$ cat src/rtl/xpe_pkg.sv
package xpe_pkg;
  localparam int BUS_BYTES = 4;
  localparam int LANE_W    = $clog2(BUS_BYTES);
  localparam int NB_W      = LANE_W + 1;

  typedef struct packed {
    logic              write;
    logic [LANE_W-1:0] lane;
    logic [NB_W-1:0]   nbytes;
  } xpe_dphase_t;

  function automatic logic [NB_W-1:0] size_bytes(input logic [1:0] code);
    case (code)
      2'd0:    size_bytes = NB_W'(1);
      2'd1:    size_bytes = NB_W'(2);
      default: size_bytes = NB_W'(4);
    endcase
  endfunction
endpackage

$ cat src/rtl/xpe_stage.sv
// Byte-wide circular staging buffer; BUF_BYTES must be a power of two.
module xpe_stage import xpe_pkg::*; #(
  parameter int BUF_BYTES = 16
) (
  input  logic                       clk,
  input  logic                       rst_n,
  input  logic                       push,
  input  logic [NB_W-1:0]            push_n,
  input  logic [LANE_W-1:0]          push_lane,
  input  logic [8*BUS_BYTES-1:0]     rdata,
  input  logic                       pop,
  input  logic [NB_W-1:0]            pop_n,
  input  logic [LANE_W-1:0]          pop_lane,
  output logic [8*BUS_BYTES-1:0]     wdata,
  output logic [$clog2(BUF_BYTES):0] level
);
  localparam int PTR_W = $clog2(BUF_BYTES);
  localparam int LVL_W = PTR_W + 1;

  logic [7:0]       mem [BUF_BYTES];
  logic [PTR_W-1:0] wptr_q, rptr_q;
  logic [LVL_W-1:0] level_q;

  always_ff @(posedge clk) begin
    if (push) begin
      for (int k = 0; k < BUS_BYTES; k++) begin
        if (k < int'(push_n))
          mem[wptr_q + PTR_W'(k)] <= rdata[8*int'(push_lane + LANE_W'(k)) +: 8];
      end
    end
  end

  always_ff @(posedge clk or negedge rst_n) begin
    if (!rst_n) begin
      wptr_q  <= '0;
      rptr_q  <= '0;
      level_q <= '0;
    end else begin
      if (push) wptr_q <= wptr_q + PTR_W'(push_n);
      if (pop)  rptr_q <= rptr_q + PTR_W'(pop_n);
      level_q <= level_q + (push ? LVL_W'(push_n) : '0) - (pop ? LVL_W'(pop_n) : '0);
    end
  end

  // Place the oldest bytes onto the lanes starting at the write's lane.
  always_comb begin
    logic [LANE_W-1:0] off;
    wdata = '0;
    for (int j = 0; j < BUS_BYTES; j++) begin
      off = LANE_W'(j) - pop_lane;
      if ({1'b0, off} < pop_n)
        wdata[8*j +: 8] = mem[rptr_q + PTR_W'(off)];
    end
  end

  assign level = level_q;
endmodule

$ cat src/rtl/xpe_seq.sv
// Chooses the next access: a write once enough read bytes are promised,
// otherwise a read while the staging buffer has room reserved for it.
module xpe_seq import xpe_pkg::*; #(
  parameter int ADDR_W    = 32,
  parameter int CNT_W     = 16,
  parameter int BUF_BYTES = 16
) (
  input  logic              clk,
  input  logic              rst_n,
  input  logic              start,
  input  logic [1:0]        src_size,
  input  logic [1:0]        dst_size,
  input  logic [CNT_W-1:0]  byte_count,
  input  logic [ADDR_W-1:0] src_addr,
  input  logic [ADDR_W-1:0] dst_addr,
  input  logic              adv,
  input  logic              wr_retire,
  output logic              busy,
  output logic              done,
  output logic              avalid,
  output logic              awrite,
  output logic [ADDR_W-1:0] aaddr,
  output logic [1:0]        asize,
  output logic [NB_W-1:0]   anbytes
);
  localparam int OCC_W = $clog2(BUF_BYTES) + 2;

  logic              active_q, done_q;
  logic [1:0]        ssz_q, dsz_q;
  logic [CNT_W-1:0]  rd_left_q, wi_left_q, wd_left_q;
  logic [ADDR_W-1:0] sptr_q, dptr_q;
  logic [OCC_W-1:0]  credit_q, resv_q, resv_d;
  logic [NB_W-1:0]   sb, db;
  logic              can_wr, can_rd, take_rd, take_wr;

  assign sb = size_bytes(ssz_q);
  assign db = size_bytes(dsz_q);

  assign can_wr = active_q && (wi_left_q != '0) && (credit_q >= OCC_W'(db));
  assign can_rd = active_q && (rd_left_q != '0) &&
                  ((resv_q + OCC_W'(sb)) <= OCC_W'(BUF_BYTES));

  assign avalid  = can_wr || can_rd;
  assign awrite  = can_wr;
  assign aaddr   = can_wr ? dptr_q : sptr_q;
  assign asize   = can_wr ? dsz_q : ssz_q;
  assign anbytes = can_wr ? db : sb;

  assign take_wr = can_wr && adv;
  assign take_rd = can_rd && !can_wr && adv;

  assign resv_d = resv_q + (take_rd ? OCC_W'(sb) : '0) - (wr_retire ? OCC_W'(db) : '0);

  always_ff @(posedge clk or negedge rst_n) begin
    if (!rst_n) begin
      active_q  <= 1'b0;
      done_q    <= 1'b0;
      ssz_q     <= '0;
      dsz_q     <= '0;
      rd_left_q <= '0;
      wi_left_q <= '0;
      wd_left_q <= '0;
      sptr_q    <= '0;
      dptr_q    <= '0;
      credit_q  <= '0;
      resv_q    <= '0;
    end else if (!active_q) begin
      if (start) begin
        ssz_q     <= src_size;
        dsz_q     <= dst_size;
        rd_left_q <= byte_count;
        wi_left_q <= byte_count;
        wd_left_q <= byte_count;
        sptr_q    <= src_addr;
        dptr_q    <= dst_addr;
        credit_q  <= '0;
        resv_q    <= '0;
        active_q  <= (byte_count != '0);
        done_q    <= (byte_count == '0);
      end
    end else begin
      resv_q <= resv_d;
      if (take_wr) begin
        wi_left_q <= wi_left_q - CNT_W'(db);
        dptr_q    <= dptr_q + ADDR_W'(db);
        credit_q  <= credit_q - OCC_W'(db);
      end
      if (take_rd) begin
        rd_left_q <= rd_left_q - CNT_W'(sb);
        sptr_q    <= sptr_q + ADDR_W'(sb);
        credit_q  <= credit_q + OCC_W'(sb);
      end
      if (wr_retire) begin
        wd_left_q <= wd_left_q - CNT_W'(db);
        if (wd_left_q == CNT_W'(db)) begin
          active_q <= 1'b0;
          done_q   <= 1'b1;
        end
      end
    end
  end

  assign busy = active_q;
  assign done = done_q;
endmodule

$ cat src/rtl/xpe_engine.sv
module xpe_engine import xpe_pkg::*; #(
  parameter int ADDR_W    = 32,
  parameter int CNT_W     = 16,
  parameter int BUF_BYTES = 16
) (
  input  logic                   clk,
  input  logic                   rst_n,
  input  logic                   start,
  input  logic [1:0]             src_size,
  input  logic [1:0]             dst_size,
  input  logic [CNT_W-1:0]       byte_count,
  input  logic [ADDR_W-1:0]      src_addr,
  input  logic [ADDR_W-1:0]      dst_addr,
  output logic                   busy,
  output logic                   done,
  output logic                   m_avalid,
  output logic                   m_write,
  output logic [ADDR_W-1:0]      m_addr,
  output logic [1:0]             m_size,
  output logic [8*BUS_BYTES-1:0] m_wdata,
  input  logic [8*BUS_BYTES-1:0] m_rdata,
  input  logic                   m_ready
);
  logic                       avalid, awrite;
  logic [ADDR_W-1:0]          aaddr;
  logic [1:0]                 asize;
  logic [NB_W-1:0]            anb;
  logic                       adv, rd_done, wr_done;
  logic                       dp_valid_q;
  xpe_dphase_t                dp_q;
  logic [8*BUS_BYTES-1:0]     stage_wdata;
  logic [$clog2(BUF_BYTES):0] stage_level;

  // Stage 1 / stage 2 hand-off: the address phase moves on when stage 2 frees.
  assign adv     = !dp_valid_q || m_ready;
  assign rd_done = dp_valid_q && !dp_q.write && m_ready;
  assign wr_done = dp_valid_q && dp_q.write && m_ready;

  xpe_seq #(.ADDR_W(ADDR_W), .CNT_W(CNT_W), .BUF_BYTES(BUF_BYTES)) u_seq (
    .clk        (clk),
    .rst_n      (rst_n),
    .start      (start),
    .src_size   (src_size),
    .dst_size   (dst_size),
    .byte_count (byte_count),
    .src_addr   (src_addr),
    .dst_addr   (dst_addr),
    .adv        (adv),
    .wr_retire  (wr_done),
    .busy       (busy),
    .done       (done),
    .avalid     (avalid),
    .awrite     (awrite),
    .aaddr      (aaddr),
    .asize      (asize),
    .anbytes    (anb)
  );

  always_ff @(posedge clk or negedge rst_n) begin
    if (!rst_n) begin
      dp_valid_q <= 1'b0;
      dp_q       <= '0;
    end else if (adv) begin
      dp_valid_q  <= avalid;
      dp_q.write  <= awrite;
      dp_q.lane   <= aaddr[LANE_W-1:0];
      dp_q.nbytes <= anb;
    end
  end

  xpe_stage #(.BUF_BYTES(BUF_BYTES)) u_stage (
    .clk       (clk),
    .rst_n     (rst_n),
    .push      (rd_done),
    .push_n    (dp_q.nbytes),
    .push_lane (dp_q.lane),
    .rdata     (m_rdata),
    .pop       (wr_done),
    .pop_n     (dp_q.nbytes),
    .pop_lane  (dp_q.lane),
    .wdata     (stage_wdata),
    .level     (stage_level)
  );

  assign m_avalid = avalid;
  assign m_write  = awrite;
  assign m_addr   = aaddr;
  assign m_size   = asize;
  assign m_wdata  = (dp_valid_q && dp_q.write) ? stage_wdata : '0;
endmodule

$ cat config.mk
export PLATFORM = sky130hd
export DESIGN_NAME = xpe_engine
export DESIGN_NICKNAME = d
export VERILOG_FILES = /design/src/rtl/xpe_pkg.sv /design/src/rtl/xpe_stage.sv /design/src/rtl/xpe_seq.sv /design/src/rtl/xpe_engine.sv
export SDC_FILE = /design/constraint.sdc
export NUM_CORES = 1
export LEC_CHECK = 0
export BUFFER_PORTS_ARGS = -buffer_cell sky130_fd_sc_hd__buf_2
export CAP_MARGIN = 20
export CORE_MARGIN = 2
export CORE_UTILIZATION = 52
export DETAILED_ROUTE_END_ITERATION = 10
export PLACE_DENSITY = 0.68
export SKIP_CTS_REPAIR_TIMING = 1
export SLEW_MARGIN = 0
export SYNTH_ARGS = -nofsm -noshare
export SYNTH_HDL_FRONTEND = slang
export SYNTH_SLANG_ARGS = --single-unit
export TNS_END_PERCENT = 50
$ cat constraint.sdc
create_clock -name clk -period 14.7 [get_ports clk]
set_input_delay 1.47 -clock clk [delete_from_list [all_inputs] [get_ports clk]]
set_output_delay 1.47 -clock clk [all_outputs]
set_load 0.02 [all_outputs]
# Yosys cells after proc, flatten, opt, wreduce, memory -nomap -nowiden
# Memory sizes are Yosys's and may differ from the RTL's.
# Cells that the tools add are included.
[classes]
n_addsub = 26
n_lt_le_gt_ge = 10
eq_ne = 8
n_shift = 4
mux = 50
bitwise_logic = 1
n_reduce_logical = 29
[ops]
columns = ["cell", "count"]
rows = [
  ["two-way mux 32 bit", 8],
  ["two-way mux 16 bit", 7],
  ["indexed part select 32 x 32 -> 8 bit", 3],
  ["adder 32 x 3 -> 32 bit", 2],
  ["nonzero test 16 bit", 3],
  ["subtractor 16 x 3 -> 16 bit", 3],
  ["two-way mux 8 bit", 4],
  ["indexed part select 32 x 6 -> 8 bit", 1],
  ["two-way mux 6 bit", 5],
  ["two-way mux 1 bit", 20],
  ["adder 4 x 2 -> 4 bit", 4],
  ["== test 16 x 3 -> 1 bit", 1],
  ["logical NOT 16 bit", 1],
  ["adder 6 x 3 -> 6 bit", 2],
  ["less-than comparator 2 x 3 -> 1 bit", 4],
  ["case mux 3 bit (2 select lines)", 2],
  ["logical AND 1 bit", 11],
  ["AND reduction 2 bit", 5],
  ["two-way mux 3 bit", 3],
  ["adder 4 x 2 -> 4 bit, second input constant", 2],
  ["adder 4 x 3 -> 4 bit", 2],
  ["adder 2 x 2 -> 3 bit, second input constant", 2],
  ["adder 6 bit", 1],
  ["greater-or-equal comparator 6 x 3 -> 1 bit", 1],
  ["20 further kinds", 31],
]
[word_totals]
regBits = 145
mem_bits_rw = 128
inputBits = 120
out_inout_bits = 70
wordCells = 146
memories = 1
[memory_table]
columns = ["memory", "words", "word_bits", "read_ports", "rd_clocked_by_memory_dff", "wr", "line_no", "text"]
rows = [
  ["u_stage.mem", 16, 8, 4, 0, 4, "xpe_stage.sv:20", "logic [7:0] mem [BUF_BYTES];"],
]

# Logic depth before layout (Yosys ltp)
[logic_depth]
ltp_word = 11
ltp_mapped = 23
ltp_nobuf = 20

# Modules after synthesis
# Synthesis repeated with hierarchy kept, for this count alone.
[hier_totals]
cells_unflattened = 3077
area_unflattened_um2 = 23985.5
[by_module_without_submodules]
columns = ["mod", "n_inst", "cells_per_inst", "area_each_um2", "seq_area_each_um2"]
rows = [
  ["xpe_stage", 1, 1880, 14166.1, 4169.0],
  ["xpe_seq", 1, 1140, 9292.7, 3253.1],
  ["xpe_engine", 1, 57, 526.8, 175.2],
]

# Worst setup path after synthesis
# Ideal clock, no wire load.
[synth_path]
kind = "reg2out"
startpoint = "register dp_q[4] in the netlist's numbering"
endpoint = "output port m_wdata[16]"
arrival_ns = 4.448
required_ns = 13.230
path_slack_ns = 8.782
stages_incl_launch_ff = 13
path_buffers = 6
cell_sequence = "dfrtp_1 > clkbuf_1 > clkbuf_1 > clkbuf_1 > clkbuf_1 > xnor2_1 > inv_1 > fa_1 > xnor2_1 > buf_2 > clkbuf_1 > mux4_2 > a211oi_1"
[synth_via]
elab_chain_len = 5
elab_cells_between_ends = 6
cone_classes = "add/sub: 2; order compare: 1; mux: 2; memory: 1"
[synth_rtl]
columns = ["element", "line_no", "text"]
rows = [
  ["start: declaration", "xpe_engine.sv:30", "xpe_dphase_t dp_q;"],
  ["subtractor 2 bit (*)", "xpe_stage.sv:50", "off = LANE_W'(j) - pop_lane;"],
  ["adder 4 x 2 -> 4 bit", "xpe_stage.sv:52", "wdata[8*j +: 8] = mem[rptr_q + PTR_W'(off)];"],
  ["memory (16 x 8 bit)", "--", ""],
  ["two-way mux 8 bit (*)", "xpe_stage.sv:51", "if ({1'b0, off} < pop_n)"],
  ["two-way mux 32 bit (*)", "xpe_engine.sv:89", "assign m_wdata = (dp_valid_q && dp_q.write) ? stage_wdata : '0;"],
  ["end: declaration", "xpe_engine.sv:20", "output logic [8*BUS_BYTES-1:0] m_wdata,"],
]
# Every way passes the cells marked *; elsewhere a longest branch is shown, timed or not.

# Worst setup path after layout
[layout_path]
startpoint = "register dp_q[3] in the netlist's numbering"
endpoint = "output port m_wdata[0]"
[layout_via]
elab_chain_len = 5
elab_cells_between_ends = 6
cone_classes = "add/sub: 2; order compare: 1; mux: 2; memory: 1"
[layout_rtl]
columns = ["element", "line_no"]
rows = [
  ["subtractor 1 x 2 -> 2 bit (*)", "xpe_stage.sv:50"],
  ["adder 4 x 2 -> 4 bit", "xpe_stage.sv:52"],
  ["memory (16 x 8 bit)", "--"],
  ["two-way mux 8 bit (*)", "xpe_stage.sv:51"],
  ["two-way mux 32 bit (*)", "xpe_engine.sv:89"],
]
# Marked as above.

==> metrics.txt <==
# TYPE chip_impl_metric gauge
chip_impl_info{name="status",value="complete, no violations"} 1
chip_impl_metric{name="dp_wirelength",unit="microns"} 65200
chip_impl_metric{name="clock_sinks",unit=""} 273
chip_impl_info{name="combinational_family_with_the_most_area_after_synthesis",value="compound AO/OA/AOI/OAI gates"} 1
chip_impl_metric{name="placeableCoreArea",unit="sq um"} 43900
chip_impl_metric{name="post-route-period-util",unit=""} 0.439
chip_impl_metric{name="numPortBuffers",unit=""} 189
chip_impl_metric{name="crit_arrival",unit="ps"} 4990
chip_impl_metric{name="overflow",unit=""} 0
chip_impl_info{name="grt_setup_unrepaired",value="false"} 1
chip_impl_metric{name="post_layout_nonfiller_instances",unit=""} 3310
chip_impl_info{name="clk_root_buffer_cell",value="clkbuf_16"} 1
chip_impl_metric{name="finClkSkew",unit="ps"} 25.6
chip_impl_metric{name="synth_xor_xnor_area_share",unit=""} 0.0201
chip_impl_metric{name="growth_of_design_area_from_synthesis_to_finish",unit="%"} 11.0
chip_impl_metric{name="max-cap-violations",unit=""} 0
chip_impl_info{name="worstSetupPathType",value="flip-flop to primary output"} 1
chip_impl_metric{name="worst_setup_hold_path_clk_slew",unit="ps"} 60
chip_impl_metric{name="globalplace.congestion",unit=""} 1.02
chip_impl_metric{name="synth_edf_count",unit=""} 128
chip_impl_metric{name="groute.usage.overall",unit=""} 0.380
chip_impl_metric{name="timing_max_transition_violations_final",unit=""} 0
chip_impl_metric{name="setup_viol",unit=""} 0
chip_impl_metric{name="slew_headroom",unit=""} 0.224
chip_impl_metric{name="detailedRoute.firstPassIterationCount",unit=""} 8
chip_impl_metric{name="count_of_state_elements_after_synthesis",unit=""} 273
chip_impl_metric{name="yosys-mux-area-fraction",unit=""} 0.174
chip_impl_metric{name="final_design_area_no_fill",unit="sq um"} 25600
chip_impl_metric{name="routed-via-count",unit=""} 22500
chip_impl_metric{name="initial_utilization",unit=""} 0.525
chip_impl_metric{name="pin_count_of_the_biggest_net_entering_global_routing",unit=""} 88
chip_impl_metric{name="timing.final.hold_violations",unit=""} 0
chip_impl_metric{name="layout.nets",unit=""} 2863
chip_impl_info{name="postSynth.topFlopCell",value="dfrtp_1"} 1
chip_impl_metric{name="synthesis.area_per_instance",unit="sq um"} 8.82
chip_impl_metric{name="synth_cell_types",unit=""} 78
chip_impl_metric{name="timing.final.crit_period",unit="ps"} 6460
chip_impl_metric{name="grt_pass1_vias",unit=""} 21000
chip_impl_metric{name="initialDrtViolationCount",unit=""} 2756
chip_impl_metric{name="synth_simple_gate_area_share",unit=""} 0.175
chip_impl_metric{name="route.detailed.wl_per_inst",unit="microns"} 26.9
chip_impl_info{name="crit_path_cell_trace",value="buf_4 -> inv_1 -> ha_4 -> buf_4 -> mux4_2 -> nor2b_1 -> a211oi_1 -> a211oi_1 -> buf_2"} 1
chip_impl_metric{name="leakage",unit="uW"} 0.00980
chip_impl_metric{name="dieHeight",unit="microns"} 215
chip_impl_metric{name="syn-instance-count",unit=""} 2614
chip_impl_metric{name="peakVddDrop",unit="uV"} 288
chip_impl_metric{name="die_width",unit="microns"} 215
chip_impl_metric{name="clock_latency",unit="ps"} 560
chip_impl_metric{name="yosysWarningCount",unit=""} 0
chip_impl_info{name="cts_tree",value="built"} 1
chip_impl_metric{name="upper_clock_frequency_limit",unit="GHz"} 0.155
chip_impl_metric{name="cts-root-to-sink-buffers",unit=""} 3
chip_impl_metric{name="antenna_left",unit=""} 0
chip_impl_metric{name="antenna_found_initial",unit=""} 22
chip_impl_metric{name="critical_path_required",unit="ps"} 13230
chip_impl_metric{name="drive_above_1_share",unit=""} 0.200
chip_impl_metric{name="global_route_wire_length_before_repair",unit="microns"} 133000
chip_impl_metric{name="compound_gate_portion_of_the_synthesized_area",unit=""} 0.223
chip_impl_metric{name="fp.dieArea",unit="sq um"} 46000
chip_impl_info{name="startpoint_type",value="flip-flop"} 1
chip_impl_metric{name="cpPeakStageDelay",unit="ps"} 900
chip_impl_info{name="slowest_cell_on_the_critical_path",value="buf_4"} 1
chip_impl_metric{name="place_inst",unit=""} 3230
chip_impl_metric{name="design.portCount",unit=""} 190
chip_impl_metric{name="routed_wl",unit="microns"} 89200
chip_impl_metric{name="mappedNetlistNets",unit=""} 2793
chip_impl_metric{name="async_reset_ff_frac",unit=""} 0.531
chip_impl_metric{name="placement_rows",unit=""} 77
chip_impl_metric{name="htreeDepth",unit=""} 2
chip_impl_metric{name="syn-cell-area",unit="sq um"} 23000
chip_impl_metric{name="worst-slew-pin-transition",unit="ps"} 1160
chip_impl_info{name="worst_hold_path_type",value="flip-flop to flip-flop"} 1
chip_impl_metric{name="total_power",unit="uW"} 6990
chip_impl_metric{name="synth-adder-area-share",unit=""} 0.0367
chip_impl_metric{name="post_route_drc_violation_count",unit=""} 0
chip_impl_metric{name="synth_sequential_area_ratio",unit=""} 0.324
chip_impl_info{name="final_cell_mix",value="nand2_1 (366), o21ai_0 (251), buf_2 (188), nor2_1 (167), dfrtp_1 (143)"} 1
chip_impl_metric{name="worstPathMaxFanout",unit=""} 68
chip_impl_metric{name="power_density_cells",unit="nW/um^2"} 273
chip_impl_info{name="crit_path_end_kind",value="primary output"} 1
chip_impl_metric{name="setup-tns-final",unit="ps"} 0
chip_impl_metric{name="drt-vias-per-instance",unit=""} 6.80
chip_impl_metric{name="dpl-instance-area",unit="sq um"} 24400
chip_impl_info{name="most_common_library_cell_in_the_layout_ignoring_fill_and_taps",value="nand2_1"} 1
chip_impl_metric{name="cts-buffers-inserted",unit=""} 34
## Yosys cell counts (18+ instances only)
master    number  area (sq um)
a211oi_1     104           781
edfxtp_1     128          3840
a21oi_1      145           726
and3_1        18           113
dfrtp_1      145          3630
nand3_1       79           395
nor2b_1       47           294
buf_2         20           100
nor2_1       169           634
o21ai_0      252          1260
mux4_2        96          2160
nand4_1       21           131
mux2i_1      101          1010
clkbuf_1     174           653
o22ai_1       75           469
a31o_2        18           158
xnor2_1       40           350
o211ai_1     115           863
mux2_2        75           845
inv_1         61           229
a21o_1        20           150
buf_1         19          71.3
nor3_1        40           200
ha_1          46           576
nand2_1      367          1380
nor4_1        22           138
## power breakdown
group,leakage [uW],switching (uW),internal [uW],total [uW]
Sequential,0.00297,209,1050,1260
Combinational,0.00629,2920,1980,4900
Clock,0.000530,349,485,834
Total,0.00980,3470,3520,6990
## cells by family after synthesis
family / after synthesis
and+or+nand+nor: 862
AOI/OAI and AO/OA: 820
buffers and inverters: 274
DFF: 273
muxes: 272
adders and majority gates: 60
xor gates and xnor gates: 53
## worst max-delay path: cells and delay by family, from the launching register on
kind / cells / cell delay [ps]
DFF: 1 / 330
muxes: 1 / 410
buffers and inverters: 4 / 1840
and+or+nand+nor: 1 / 140
adders and majority gates: 1 / 890
AOI/OAI and AO/OA: 2 / 710
## metrics by stage
stage	worst slack, ps	hold WS (ps)	utilization
after CTS	8360	495	0.580
after floorplan	8780	448	-
after detailed placement	8960	487	0.556
final	8240	495	0.582
after global routing	8040	512	0.582
after global placement	9070	470	0.554
## path summary, 6_finish.rpt
| kind | startpoint | endpoint | slack (ps) | cells past startpoint |
|---|---|---|---|---|
| min in group asynchronous | rst_n | u_seq.wi_left_q[14]$_DFFE_PN0P_ | 940 | 1 |
| max in group asynchronous | rst_n | u_seq.busy$_DFF_PN0_ | 12260 | 2 |
| setup reg to reg | u_seq.dsz_q[1]$_DFFE_PN0P_ | u_seq.resv_q[5]$_DFFE_PN0P_ | 8910 | 19 |
| setup / recovery | dp_q[3]$_DFFE_PN0N_ | m_wdata[0] | 8240 | 9 |
| hold reg to reg | u_seq.rd_left_q[10]$_DFFE_PN0P_ | u_seq.rd_left_q[10]$_DFFE_PN0P_ | 490 | 1 |
| hold / removal | u_seq.rd_left_q[10]$_DFFE_PN0P_ | u_seq.rd_left_q[10]$_DFFE_PN0P_ | 490 | 1 |
## area by class of cell
cell class,count,area [sq um]
clock inverter,14,146
multi-input combinational,2067,14600
sequential,273,7480
timing repair buffer,247,1400
antenna,11,27.5
clock buffer,45,932
fill,3999,18300
tap,592,741
inverter,61,229
## registers in the layout, summed over array words and instances, names as in the netlist
register	flops
u_seq.credit_q	6
u_stage.mem	128
u_seq.ssz_q	2
u_seq.done	1
u_seq.dptr_q	32
u_seq.wi_left_q	16
u_seq.rd_left_q	16
u_seq.wd_left_q	16
u_seq.resv_q	6
u_seq.busy	1
u_seq.dsz_q	2
dp_q	6
u_stage.rptr_q	4
u_stage.wptr_q	4
dp_valid_q	1
u_seq.sptr_q	32
## per-layer routing
metal,routed length (microns),track usage
met1,34500,0.494
met2,40700,0.607
met3,9480,0.0898
met4,4300,0.166
met5,150,0
(Power assumes the default switching activity.)
